## config.mk

```make
export PLATFORM = sky130hd
export DESIGN_NAME = bitalias_bridge
export DESIGN_NICKNAME = d
export VERILOG_FILES = /design/src/rtl/bitalias_pkg.sv /design/src/rtl/bitalias_decode.sv /design/src/rtl/bitalias_xlate.sv /design/src/rtl/bitalias_lane.sv /design/src/rtl/bitalias_bridge.sv
export SDC_FILE = /design/constraint.sdc
export NUM_CORES = 1
export LEC_CHECK = 0
export BUFFER_PORTS_ARGS = -buffer_cell sky130_fd_sc_hd__buf_2
export CAP_MARGIN = 10
export CORE_AREA = 8 8 105 107
export CTS_BUF_LIST = sky130_fd_sc_hd__clkbuf_4 sky130_fd_sc_hd__clkbuf_8
export CTS_CLUSTER_DIAMETER = 80
export DETAILED_ROUTE_END_ITERATION = 10
export DIE_AREA = 0 0 113 115
export HOLD_SLACK_MARGIN = 0.03
export PLACE_DENSITY = 0.81
export SLEW_MARGIN = 30
export SYNTH_ARGS = -nofsm -noshare
export SYNTH_HDL_FRONTEND = slang
export SYNTH_SLANG_ARGS = --single-unit
```

## constraint.sdc

```tcl
create_clock -name clk -period 2.4 [get_ports clk]
set_clock_uncertainty 0.2 [all_clocks]
set_input_delay 0.48 -clock clk [delete_from_list [all_inputs] [get_ports clk]]
set_output_delay 0.48 -clock clk [all_outputs]
set_load 0.005 [all_outputs]
```

## src/rtl/bitalias_pkg.sv

```systemverilog
package bitalias_pkg;

   typedef enum logic [1:0] {
      SZ_BYTE = 2'd0,
      SZ_HALF = 2'd1,
      SZ_WORD = 2'd2,
      SZ_WIDE = 2'd3
   } acc_size_e;

   typedef enum logic [1:0] {
      ST_IDLE       = 2'd0,
      ST_READ       = 2'd1,
      ST_WRITE_BACK = 2'd2,
      ST_RESPOND    = 2'd3
   } br_state_e;

   // Code 3 is handled as a full word.
   function automatic acc_size_e norm_size(input logic [1:0] code);
      return (code == 2'd3) ? SZ_WORD : acc_size_e'(code);
   endfunction

endpackage

```

## src/rtl/bitalias_decode.sv

```systemverilog
module bitalias_decode #(
   parameter int ADDR_W   = 32,
   parameter int WIN_LOG2 = 25,
   parameter int NUM_WIN  = 2,
   parameter logic [NUM_WIN*ADDR_W-1:0] WIN_BASES = '0
) (
   input  logic [ADDR_W-1:0] addr,
   output logic              hit
);
   localparam int TAG_W = ADDR_W - WIN_LOG2;

   logic [NUM_WIN-1:0] hit_vec;

   for (genvar w = 0; w < NUM_WIN; w++) begin : g_win
      localparam logic [ADDR_W-1:0] BASE = WIN_BASES[w*ADDR_W +: ADDR_W];
      if (BASE[WIN_LOG2-1:0] != '0) begin : g_bad_base
         $error("window base not aligned to the window size");
      end
      assign hit_vec[w] = (addr[ADDR_W-1:WIN_LOG2] == BASE[ADDR_W-1 -: TAG_W]);
   end

   assign hit = |hit_vec;

   logic unused_low;
   assign unused_low = ^addr[WIN_LOG2-1:0];

endmodule

```

## src/rtl/bitalias_xlate.sv

```systemverilog
module bitalias_xlate
   import bitalias_pkg::*;
#(
   parameter int ADDR_W      = 32,
   parameter int WIN_LOG2    = 25,
   parameter int REGION_LOG2 = 29,
   parameter int BIT_SHIFT   = 5,
   parameter int IDX_W       = 5
) (
   input  logic [ADDR_W-1:0] addr,
   input  logic [1:0]        size_code,
   output logic [ADDR_W-1:0] tgt_addr,
   output logic [IDX_W-1:0]  bit_idx,
   output acc_size_e         size_n
);
   localparam int BIT_LSB = BIT_SHIFT - 3;

   logic [ADDR_W-1:0] region_part;
   logic [ADDR_W-1:0] offset_part;
   logic [ADDR_W-1:0] raw_tgt;

   assign region_part = {addr[ADDR_W-1:REGION_LOG2], {REGION_LOG2{1'b0}}};
   assign offset_part = ADDR_W'(addr[WIN_LOG2-1:0]) >> BIT_SHIFT;
   assign raw_tgt     = region_part | offset_part;
   assign size_n      = norm_size(size_code);

   always_comb begin
      case (size_n)
         SZ_BYTE: begin
            tgt_addr = raw_tgt;
            bit_idx  = IDX_W'(addr[BIT_LSB+2:BIT_LSB]);
         end
         SZ_HALF: begin
            tgt_addr = {raw_tgt[ADDR_W-1:1], 1'b0};
            bit_idx  = IDX_W'(addr[BIT_LSB+3:BIT_LSB]);
         end
         default: begin
            tgt_addr = {raw_tgt[ADDR_W-1:2], 2'b00};
            bit_idx  = addr[BIT_LSB+IDX_W-1:BIT_LSB];
         end
      endcase
   end

   logic unused_bits;
   assign unused_bits = ^{addr[BIT_LSB-1:0], addr[REGION_LOG2-1:WIN_LOG2]};

endmodule

```

## src/rtl/bitalias_lane.sv

```systemverilog
module bitalias_lane
   import bitalias_pkg::*;
#(
   parameter int DATA_W = 32,
   parameter int IDX_W  = 5
) (
   input  acc_size_e          size_n,
   input  logic [IDX_W-1:0]   bit_idx,
   input  logic [DATA_W-1:0]  unit_rdata,
   input  logic               set_val,
   output logic               sel_bit,
   output logic [DATA_W-1:0]  unit_wdata
);
   logic [DATA_W-1:0] bit_mask;
   logic [DATA_W-1:0] unit_mask;
   logic [DATA_W-1:0] merged;

   assign bit_mask = DATA_W'(1) << bit_idx;

   always_comb begin
      case (size_n)
         SZ_BYTE: unit_mask = DATA_W'(8'hFF);
         SZ_HALF: unit_mask = DATA_W'(16'hFFFF);
         default: unit_mask = '1;
      endcase
   end

   assign sel_bit    = |(unit_rdata & bit_mask);
   assign merged     = set_val ? (unit_rdata | bit_mask) : (unit_rdata & ~bit_mask);
   assign unit_wdata = merged & unit_mask;

endmodule

```

## src/rtl/bitalias_bridge.sv

```systemverilog
module bitalias_bridge
   import bitalias_pkg::*;
#(
   parameter int ADDR_W      = 32,
   parameter int DATA_W      = 32,
   parameter int WIN_LOG2    = 25,
   parameter int REGION_LOG2 = 29,
   parameter int BIT_SHIFT   = 5,
   parameter logic [ADDR_W-1:0] WIN0_BASE = 32'h2200_0000,
   parameter logic [ADDR_W-1:0] WIN1_BASE = 32'h4200_0000
) (
   input  logic              clk,
   input  logic              rst_n,
   input  logic              req_valid,
   input  logic [ADDR_W-1:0] req_addr,
   input  logic              req_we,
   input  logic [DATA_W-1:0] req_wdata,
   input  logic [1:0]        req_size,
   output logic [DATA_W-1:0] rsp_rdata,
   output logic              rsp_ready,
   output logic              mem_req,
   output logic              mem_we,
   output logic [ADDR_W-1:0] mem_addr,
   output logic [1:0]        mem_size,
   output logic [DATA_W-1:0] mem_wdata,
   input  logic [DATA_W-1:0] mem_rdata,
   input  logic              mem_ready
);
   localparam int IDX_W   = $clog2(DATA_W);
   localparam int NUM_WIN = 2;
   localparam logic [NUM_WIN*ADDR_W-1:0] WIN_BASES = {WIN1_BASE, WIN0_BASE};

   if (DATA_W != 32) begin : g_bad_data
      $error("data width must be 32");
   end
   if (BIT_SHIFT != IDX_W) begin : g_bad_shift
      $error("alias shift must equal the bit index width");
   end
   if (REGION_LOG2 <= WIN_LOG2 || REGION_LOG2 >= ADDR_W) begin : g_bad_region
      $error("region field must lie above the window offset");
   end

   logic              win_hit;
   logic [ADDR_W-1:0] xl_addr;
   logic [IDX_W-1:0]  xl_idx;
   acc_size_e         xl_size;

   bitalias_decode #(
      .ADDR_W(ADDR_W), .WIN_LOG2(WIN_LOG2), .NUM_WIN(NUM_WIN), .WIN_BASES(WIN_BASES)
   ) decode_i (
      .addr(req_addr), .hit(win_hit)
   );

   bitalias_xlate #(
      .ADDR_W(ADDR_W), .WIN_LOG2(WIN_LOG2), .REGION_LOG2(REGION_LOG2),
      .BIT_SHIFT(BIT_SHIFT), .IDX_W(IDX_W)
   ) xlate_i (
      .addr(req_addr), .size_code(req_size),
      .tgt_addr(xl_addr), .bit_idx(xl_idx), .size_n(xl_size)
   );

   br_state_e         state_q;
   logic              we_q;
   logic              set_q;
   acc_size_e         size_q;
   logic [IDX_W-1:0]  idx_q;
   logic [ADDR_W-1:0] addr_q;
   logic [DATA_W-1:0] wb_q;
   logic              bit_q;

   logic              ln_bit;
   logic [DATA_W-1:0] ln_wdata;

   bitalias_lane #(
      .DATA_W(DATA_W), .IDX_W(IDX_W)
   ) lane_i (
      .size_n(size_q), .bit_idx(idx_q), .unit_rdata(mem_rdata), .set_val(set_q),
      .sel_bit(ln_bit), .unit_wdata(ln_wdata)
   );

   always_ff @(posedge clk) begin
      if (!rst_n) begin
         state_q <= ST_IDLE;
         we_q    <= 1'b0;
         set_q   <= 1'b0;
         size_q  <= SZ_BYTE;
         idx_q   <= '0;
         addr_q  <= '0;
         wb_q    <= '0;
         bit_q   <= 1'b0;
      end else begin
         case (state_q)
            ST_IDLE: begin
               if (req_valid && win_hit) begin
                  we_q    <= req_we;
                  set_q   <= req_wdata[0];
                  size_q  <= xl_size;
                  idx_q   <= xl_idx;
                  addr_q  <= xl_addr;
                  state_q <= ST_READ;
               end
            end
            ST_READ: begin
               if (mem_ready) begin
                  wb_q    <= ln_wdata;
                  bit_q   <= we_q ? 1'b0 : ln_bit;
                  state_q <= we_q ? ST_WRITE_BACK : ST_RESPOND;
               end
            end
            ST_WRITE_BACK: begin
               if (mem_ready) begin
                  state_q <= ST_RESPOND;
               end
            end
            default: begin
               state_q <= ST_IDLE;
            end
         endcase
      end
   end

   assign mem_req   = (state_q == ST_READ) || (state_q == ST_WRITE_BACK);
   assign mem_we    = (state_q == ST_WRITE_BACK);
   assign mem_addr  = addr_q;
   assign mem_size  = size_q;
   assign mem_wdata = (state_q == ST_WRITE_BACK) ? wb_q : '0;
   assign rsp_ready = (state_q == ST_RESPOND);
   assign rsp_rdata = {{(DATA_W-1){1'b0}}, bit_q};

   logic unused_wdata;
   assign unused_wdata = ^req_wdata[DATA_W-1:1];

endmodule

```

Word-level counts from Yosys, hierarchy flattened

Cells that the tools add are included.

Bits in registers: 76
Input bits: 103
Output and inout bits: 101
Logic and storage cells: 48

Eq/ne operators: 11
Shifts and indexed selects: 1
Multiplexer cells: 12
Bitwise gates (word level): 6
Reductions and logical operators: 10

Operators by type and width:

| operator             | count |
|---|---|
| $and 32x32->32       | 3 |
| $mux 32              | 2 |
| $pmux 32 s2          | 1 |
| $not 32->32          | 1 |
| $or 32x20->32        | 1 |
| $or 32x32->32        | 1 |
| $reduce_or 32->1     | 1 |
| $shl 1x5->32 const A | 1 |
| $pmux 5 s2           | 1 |
| $mux 2               | 4 |
| $eq 7x5->1 const B   | 1 |
| $eq 7x6->1 const B   | 1 |
| $eq 2x1->1 const B   | 3 |
| $eq 2x2->1 const B   | 3 |
| $logic_not 2->1      | 3 |
| $pmux 2 s3           | 1 |
| $ne 2x2->1 const B   | 2 |
| $pmux 2 s2           | 1 |
| $reduce_and 2->1     | 2 |
| $reduce_and 3->1     | 1 |
| $mux 1               | 2 |
| $ne 2x1->1 const B   | 1 |
| $reduce_or 2->1      | 1 |
| $logic_and 1x1->1    | 1 |
| $logic_or 1x1->1     | 1 |

Logic depth before layout (Yosys ltp)

Gate-level depths: netlist (run 1).

Depth in word-level cells: 5
Gate-level depth with buffers: 8
Mapped depth without buffers: 6

Cells and area by module

From an unflattened synthesis (run 1), not the netlist that was laid out.

Cells, all modules: 623
Area total of the unflattened synthesis: 4793.3 sq um

Modules (own cells, without submodules):

| module          | instances | cells each | area each (sq um) | sequential area each (sq um) |
|---|---|---|---|---|
| bitalias_bridge | 1         | 410        | 3408.3            | 1521.5 |
| bitalias_lane   | 1         | 170        | 1072.3            | 0.0 |
| bitalias_xlate  | 1         | 40         | 289.0             | 0.0 |
| bitalias_decode | 1         | 3          | 23.8              | 0.0 |

Least setup slack after synthesis (run 1)

Ideal clock, no wire load.

Path kind: in2reg
Start point: in mem_rdata[23]
End point: reg bit_q
Setup time: 0.117 ns
Arrival: 1.555 ns
Data required time: 2.083 ns
Slack: 0.528 ns
Stages: 5
Buffers on the path: 0
Cells stage by stage: mux4_2 -> nor2b_4 -> a2111oi_4 -> nand4_1 -> a32o_2

Word-level cells in the longest chain between the ends: 3

RTL lines:

| element              | RTL line               | source |
|---|---|---|
| start, declared      | bitalias_bridge.sv:26  | `input logic [DATA_W-1:0] mem_rdata,` |
| $and 32x32->32       | bitalias_lane.sv:28    | `assign sel_bit = \|(unit_rdata & bit_mask);` |
| $reduce_or 32->1     | bitalias_lane.sv:28    |  |
| $mux 1               | bitalias_bridge.sv:106 | `bit_q <= we_q ? 1'b0 : ln_bit;` |
| end signal, assigned | bitalias_bridge.sv:106 |  |
| end, declared        | bitalias_bridge.sv:69  | `logic bit_q;` |

Every way passes these cells.
A chain may end at the register's enable or synchronous reset.

Worst setup path in the final report (run 1)

Start point: reg state_q[0]
End point: out mem_wdata[16]

Word-level cells in the longest chain between the ends: 2

RTL lines:

| element                | RTL line               | source |
|---|---|---|
| start, declared        | bitalias_bridge.sv:62  | `br_state_e state_q;` |
| start signal, assigned | bitalias_bridge.sv:107 | `state_q <= we_q ? ST_WRITE_BACK : ST_RESPOND;` |
| $eq 2x2->1             | bitalias_bridge.sv:126 | `assign mem_wdata = (state_q == ST_WRITE_BACK) ? wb_q : '0;` |
| $mux 32                | bitalias_bridge.sv:126 |  |
| end, declared          | bitalias_bridge.sv:25  | `output logic [DATA_W-1:0] mem_wdata,` |

Every way passes these cells.

==> impl_metrics.ini, run 1 <==
[logic_synthesis]
avgSynthCellArea_um2 = 8.66
synth_flop_cell = dfxtp_1
yosysSeqAreaShare_pct = 32.4
ys_ff_latch = 67
synthTopCellsByArea = dfxtp_1 (32%), mux2i_1 (12%), buf_4 (8.5%)
synth_edf_count = 0
yosysTopAreaCellShare_pct = 32.4
syn_area_um2 = 4140
synthArstFlopShare_pct = 0
ys_warn_count = 0
synth.distinct_cells = 55
yosysTopAreaCell = dfxtp_1
syn_inst = 478

[drt]
route.final.wire_length_mm = 11.6
remaining_drc_errors = 0
via_per_inst = 5.05
first_iter_violations = 216
drt.antenna.violating_nets = 0
detail_route.wl_per_cell_um = 16.0
via_count = 3657
drt_first_pass_iters = 6

[worst_setup_path]
crit_family = buffers and inverters
required_ns = 1.72
crit_slowest_cell = dfxtp_1
end_kind = output port
cp_num_buf_inv = 3
startpoint_type = register
crit_type = reg -> out
max_stage_delay_ns = 0.40
crit_chain = inv_1, ha_1, buf_4, and2_1, buf_2
worst-path-max-fanout = 35
critical_path_arrival_ns = 1.58

[clock_network]
cts_hold_buf = 0
clock_latency_ns = 0.35
clock_path_buffers = 2
cts_tree = built
numCtsBuffers = 9
htreeDepth = 3
root_buffer = clkbuf_8
clk_pin_slew_ns = 0.07
clkSinkCount = 67
cts_resized = 0
post_cts_buffers = 0

[power]
power_frac_comb_pct = 10.4
p_int_uw = 1900
p_per_area_nw_per_um2 = 498
clock_power_share_pct = 43.7
ir_drop_v = 0.000341
netSwitchingFraction_pct = 23.6
p_leak_uw = 0.00254
p_sw_uw = 590
p_seq_share_pct = 45.9

[timing]
relSlewSlack_pct = 53.9
setup_tns_ns = 0
final_max_slew_viol_count = 0
finalCritPeriodShare_pct = 94.4
rsz0062_at_grt = no
whs_ns = 0.180
min_period_ns = 2.26
fmax_mhz = 442
hold_viol = 0
worstMarginPinSlew_ns = 0.690
finalSetupViolations = 0

[finish]
layout_commonest_cell = buf_2
area_growth_pct = 20.9
drive_gt1_share_pct = 30.3
finalNetCount = 712
diodes = 0
final_cell_mix = buf_2 (130), dfxtp_1 (67), and2_1 (51)

[die]
core_area_um2 = 9460
pin_count = 204
dieHeight_um = 115
chipWidth_um = 113
die_area_um2 = 13000
rows = 36
initial_utilization_pct = 43.8

[status]
outcome = finished clean

[global_routing]
grt_pass1_vias = 3708
grt.total_usage_pct = 17.2
grt_max_degree = 38
grt_pass1_wl_mm = 17.9
antenna_found_initial = 0
grt_overflow_total = 0

[run]
drv_cap = 0

[placement]
io_buffers = 130
dp_hpwl_mm = 9.10
gp_congestion = 0.929

[hold_path]
hp-class = in -> reg
cells by family (layout without fill, tap and decap cells):
logic type / Yosys count / after routing / share of synthesized area (%)
compound gates: 76 / 76 / 13.2
xor+xnor: 1 / 1 / 0.212
fa+ha+maj: 4 / 4 / 1.21
buf+inv: 83 / 176 / 12.4
flops: 67 / 67 / 32.4
mux: 54 / 54 / 13.5
other cells: 1 / 40 / 0.0906
simple gates: 192 / 192 / 27.0
area by class of cell:
class	instances	area (um2)
clock buffer	12	159
timing repair buffer	152	828
sequential	67	1340
multi-input combinational	367	2430
clock inverter	4	72.6
inverter	8	30.0
fill	905	4450
tap	114	143
Yosys cell counts (5+ instances only):
cell type	n
nand3_1	6
mux2_2	5
nor2_1	12
o21ai_0	25
mux2i_1	48
nor3b_1	5
nand2_1	46
buf_2	8
clkbuf_1	18
a22oi_1	8
nor3_1	5
inv_1	8
dfxtp_1	67
buf_4	47
a21oi_1	7
o211a_1	8
nor2b_1	40
and2_1	51
registers in the layout (all words and copies together), names as in the netlist:
signal,flops
mem_size,2
set_q,1
state_q,2
we_q,1
idx_q,5
mem_addr,23
bit_q,1
wb_q,32
worst paths after layout:
| check | startpoint | end | slack (ns) | depth (start not counted) |
|---|---|---|---|---|
| min | req_addr[30] | mem_addr[29] | 0.18 | 2 |
| min reg2reg | mem_addr[31] | mem_addr[31] | 0.28 | 1 |
| max reg2reg | idx_q[1] | bit_q | 0.25 | 5 |
| max | state_q[0] | mem_wdata[16] | 0.14 | 5 |
worst reg2reg max path, stage by stage, from the launching register on:
cell,delay (ns)
dfxtp_1,0.62
nand3b_1,0.34
a211oi_1,0.13
a2111oi_4,0.32
nand4_1,0.18
a32o_2,0.25
metal layers:
metal  vias to the layer above  global-route usage, %  wire length (um)
li1                       1806                      -                 -
met1                      1649                   19.0              4810
met2                       180                   28.2              5170
met3                        22                   7.25              1340
met4                         0                   8.53               260
met5                         -                      0                 0
per-stage QoR:
step / instances / power, uW / area (um2) / worst slack [ns] / util (%)
after floorplan: 517 / 1360 / 4290 / 0.528 / -
after global placement: 708 / 1420 / 4770 / 0.254 / 50.5
after detailed placement: 708 / 1430 / 4770 / 0.234 / 50.5
after CTS: 724 / 2520 / 5010 / 0.114 / 52.9
after global routing: 724 / 2590 / 5010 / 0.0410 / 52.9
final: 724 / 2490 / 5010 / 0.135 / 52.9
power groups by stage:
stage / Combinational [uW] / Clock [uW] / Sequential [uW]
global route: 288 / 1160 / 1150
finish: 260 / 1090 / 1140
floorplan: 194 / 0 / 1170
global placement: 250 / 0 / 1170
detailed placement: 256 / 0 / 1170
CTS: 257 / 1120 / 1140
No activity file was read; power rests on OpenSTA's default activity.
==> run 2: changes to the inputs <==
--- a/config.mk
+++ b/config.mk
@@ -7,11 +7,11 @@
 export LEC_CHECK = 0
 export BUFFER_PORTS_ARGS = -buffer_cell sky130_fd_sc_hd__buf_2
 export CAP_MARGIN = 10
-export CORE_AREA = 8 8 105 107
+export CORE_AREA = 10 10 107 109
 export CTS_BUF_LIST = sky130_fd_sc_hd__clkbuf_4 sky130_fd_sc_hd__clkbuf_8
 export CTS_CLUSTER_DIAMETER = 80
 export DETAILED_ROUTE_END_ITERATION = 10
-export DIE_AREA = 0 0 113 115
+export DIE_AREA = 0 0 117 119
 export HOLD_SLACK_MARGIN = 0.03
 export PLACE_DENSITY = 0.81
 export SLEW_MARGIN = 30
==> run 2 against run 1 <==
  * Clock-buffer cell count decreased by 1
  * Clock power increased by 6%
  * Register-to-register slack got worse by 0.04 ns
  * Design area increased by 0.10%
  * Global-route usage decreased by 1.3 points
  * Setup slack improved by 0.023 ns
  * Non-clock buffer count decreased by 1
  * Largest cell class unchanged
==> impl_metrics.ini, run 2 (synthesis results as in run 1) <==
[status]
outcome = finished clean

[timing]
finalSetupViolations = 0
fmax_mhz = 446
rsz0062_at_grt = no
finalWorstSetupSlack_ns = 0.158
setup_tns_ns = 0
hold_viol = 0
final_max_slew_viol_count = 0
whs_ns = 0.168
min_period_ns = 2.24
worstMarginPinSlew_ns = 0.619
relSlewSlack_pct = 58.7
finalCritPeriodShare_pct = 93.4

[finish]
final_cell_mix = buf_2 (130), dfxtp_1 (67), and2_1 (51)
area_growth_pct = 21.0
layout_commonest_cell = buf_2
finalNetCount = 711
largest_register_ffs = 32
max_flop_register = wb_q
diodes = 0
utilization_pct = 53.0
drive_gt1_share_pct = 30.1
fillers = 888

[power]
p_leak_uw = 0.00254
power_uw = 2570
ir_drop_v = 0.000278
p_per_area_nw_per_um2 = 512

[worst_setup_path]
crit_slowest_cell = dfxtp_1
cp_num_buf_inv = 3
startpoint_type = register
crit_chain = inv_1, ha_1, buf_4, and2_1, buf_2
end_kind = output port
worst-path-max-fanout = 35
crit_family = buffers and inverters
max_stage_delay_ns = 0.39
critical_path_arrival_ns = 1.56
required_ns = 1.72
crit_type = reg -> out

[global_routing]
grt_overflow_total = 0
grt_pass1_vias = 3598
grt_pass1_wl_mm = 18.0
grt_max_degree = 43
grt.total_usage_pct = 15.9
antenna_found_initial = 1

[clock_network]
cts_hold_buf = 0
cts_tree = built
clock_latency_ns = 0.34
clock_path_buffers = 2
clkSinkCount = 67
clk_pin_slew_ns = 0.07
cts_resized = 0
post_cts_buffers = 0
numCtsBuffers = 9
htreeDepth = 3
root_buffer = clkbuf_8

[die]
die_area_um2 = 13900
core_area_um2 = 9460
dieHeight_um = 119
initial_utilization_pct = 43.8
chipWidth_um = 117
pin_count = 204
rows = 36

[drt]
drt_first_pass_iters = 4
remaining_drc_errors = 0
first_iter_violations = 216
via_per_inst = 5.07
drt.antenna.violating_nets = 0
detail_route.wl_per_cell_um = 16.2
via_count = 3658
route.final.wire_length_mm = 11.7

[placement]
pre_cts_slack_ns = 0.212
dp_hpwl_mm = 9.30
io_buffers = 130
gp_congestion = 0.933

[hold_path]
hp-class = in -> reg

[run]
drv_cap = 0
==> run 2: final cells by class <==
class                   count  area [um2]  share of cell area [%]
flip-flops and latches     67        1340                    26.8
multi-input cells         367        2430                    48.5
clock inverters             4        98.8                    1.97
clock buffers              11         145                    2.90
inverters                   8        30.0                   0.599
well taps                 114         143                    2.85
repair buffers            151         821                    16.4
==> run 2: through the flow <==
stage / cell area [um2] / instances
after global routing: 5010 / 722
after CTS: 5010 / 722
after floorplan: 4290 / 517
final: 5010 / 722
after global placement: 4770 / 707
after detailed placement: 4770 / 707
==> run 2: path summary, 6_finish.rpt <==
check,depth (start not counted),slack (ns),to,startpoint
setup / recovery,5,0.16,mem_wdata[8],state_q[0]
hold / removal,2,0.17,mem_addr[29],req_addr[30]
setup reg to reg,6,0.21,wb_q[9],idx_q[0]
hold reg to reg,1,0.29,mem_addr[31],mem_addr[31]
==> run 2: where the power goes <==
group          total (uW)  internal [uW]  switching [uW]
sequential           1140           1130            13.0
clock                1160            727             436
combinational         258            119             140
==> run 2: layer usage <==
layer / up-vias / GRT usage (%) / routed length, um
met3: 24 / 6.48 / 1370
met4: 2 / 7.19 / 265
met2: 172 / 24.8 / 5160
met1: 1656 / 18.7 / 4870
met5: - / 0 / 13
li1: 1804 / - / -
==> run 3: changes to the inputs <==
--- a/config.mk
+++ b/config.mk
@@ -7,13 +7,12 @@
 export LEC_CHECK = 0
 export BUFFER_PORTS_ARGS = -buffer_cell sky130_fd_sc_hd__buf_2
 export CAP_MARGIN = 10
-export CORE_AREA = 10 10 107 109
+export CORE_AREA = 10 10 113 115
 export CTS_BUF_LIST = sky130_fd_sc_hd__clkbuf_4 sky130_fd_sc_hd__clkbuf_8
 export CTS_CLUSTER_DIAMETER = 80
 export DETAILED_ROUTE_END_ITERATION = 10
-export DIE_AREA = 0 0 117 119
-export HOLD_SLACK_MARGIN = 0.03
-export PLACE_DENSITY = 0.81
+export DIE_AREA = 0 0 123 125
+export PLACE_DENSITY = 0.73
 export SLEW_MARGIN = 30
 export SYNTH_ARGS = -nofsm -noshare
 export SYNTH_HDL_FRONTEND = slang
==> run 3 against run 2 <==
  * Power shrank 9.7%
  * Via count hardly changed
  * First-iteration DRC count up 44%
  * Maximum frequency increased by 0.42%
  * Combinational power hardly changed
  * Cell count increased by 3.7%
  * Hold slack worse by 0.0079 ns
  * Sequential power is essentially flat
  * Critical path depth stayed put
  * Non-clock buffer count up 2
  * Critical path type unchanged
  * Largest cell class unchanged
  * Largest power group is now sequential cells
==> impl_metrics.ini, run 3 (synthesis results as in run 1) <==
[drt]
first_iter_violations = 311
detail_route.wl_per_cell_um = 16.4
via_per_inst = 4.89
route.final.wire_length_mm = 12.3
via_count = 3659
drt_first_pass_iters = 7
remaining_drc_errors = 0
drt.antenna.violating_nets = 0

[power]
p_leak_uw = 0.00252
p_per_area_nw_per_um2 = 464
ir_drop_v = 0.000307

[placement]
gp_congestion = 0.906
io_buffers = 130
dp_hpwl_mm = 9.79

[global_routing]
grt_overflow_total = 0
grt_max_degree = 36
grt_pass1_vias = 3758
grt.total_usage_pct = 15.3
antenna_found_initial = 1
grt_pass1_wl_mm = 19.2

[die]
core_area_um2 = 10600
rows = 38
chipWidth_um = 123
initial_utilization_pct = 39.0
dieHeight_um = 125
die_area_um2 = 15400
pin_count = 204

[clock_network]
cts_resized = 0
cts_tree = built
clock_latency_ns = 0.35
post_cts_buffers = 0
numCtsBuffers = 9
root_buffer = clkbuf_8
clk_pin_slew_ns = 0.07
clock_path_buffers = 2
clkSinkCount = 67
htreeDepth = 3
cts_hold_buf = 0

[hold_path]
min_from = req_addr[30]
hp-class = in -> reg

[timing]
hold_viol = 0
setup_tns_ns = 0
final_max_slew_viol_count = 0
finalSetupViolations = 0
whs_ns = 0.160
finalCritPeriodShare_pct = 93.0
rsz0062_at_grt = no
fmax_mhz = 448
worstMarginPinSlew_ns = 0.632
relSlewSlack_pct = 57.7
min_period_ns = 2.23

[worst_setup_path]
startpoint_type = register
end_kind = output port
r2r-start = idx_q[3]
critical_path_arrival_ns = 1.55
worst-path-max-fanout = 35
rrSetupSlack_ns = 0.21
required_ns = 1.72
crit_path_start = state_q[0]
crit_type = reg -> out

[finish]
diodes = 0
drive_gt1_share_pct = 30.2
largest_register_ffs = 32
final_cell_mix = buf_2 (130), dfxtp_1 (67), and2_1 (51)
fillers = 1039
layout_commonest_cell = buf_2
finalNetCount = 713
area_growth_pct = 20.8
max_flop_register = wb_q

[status]
outcome = finished clean

[run]
drv_cap = 0
run 3: worst paths after layout:
check / end / cells after the start
worst max register to register: bit_q / 6
worst min-delay path: mem_addr[29] / 2
worst min register to register: mem_addr[31] / 1
worst max-delay path: mem_wdata[24] / 5
run 3: routing by layer:
metal,routed length (um),track usage (%),part of all wire [%],vias to the layer above
met5,13,0,0.11,-
met3,1610,7.11,13,18
met2,5640,25.7,46,165
li1,-,-,-,1807
met4,162,3.56,1.3,2
met1,4850,17.2,39,1667
run 3: through the flow:
step	power [uW]	setup slack (ns)	cell area (um2)	cells	utilization, %
2_1_floorplan	1360	0.528	4290	517	-
3_3_place_gp	1420	0.251	4810	735	45.4
3_5_place_dp	1430	0.236	4810	735	45.4
4_1_cts	2340	0.133	5000	749	47.2
5_1_grt	2410	0.0440	5000	749	47.2
6_report	2320	0.167	5000	749	47.2
run 3: layout make-up:
type / instances / area (um2) / area share, %
tap: 140 / 175 / 3.50
timing repair buffer: 153 / 836 / 16.7
sequential: 67 / 1340 / 26.8
clock buffer: 10 / 131 / 2.63
multi-input combinational: 367 / 2430 / 48.6
clock inverter: 4 / 53.8 / 1.08
inverter: 8 / 30.0 / 0.601
run 3: worst max-delay path, stage by stage (launching register included):
cell,delay [ns]
dfxtp_1,0.39
inv_1,0.08
ha_1,0.19
buf_4,0.22
and2_1,0.19
buf_2,0.13
run 3: where the power goes:
part,leakage [uW],internal (uW),switching [uW],total (uW)
registers,0.000540,1130,13.9,1150
clock network,0.0000879,481,430,911
logic,0.00189,119,142,261
total,0.00252,1730,586,2320
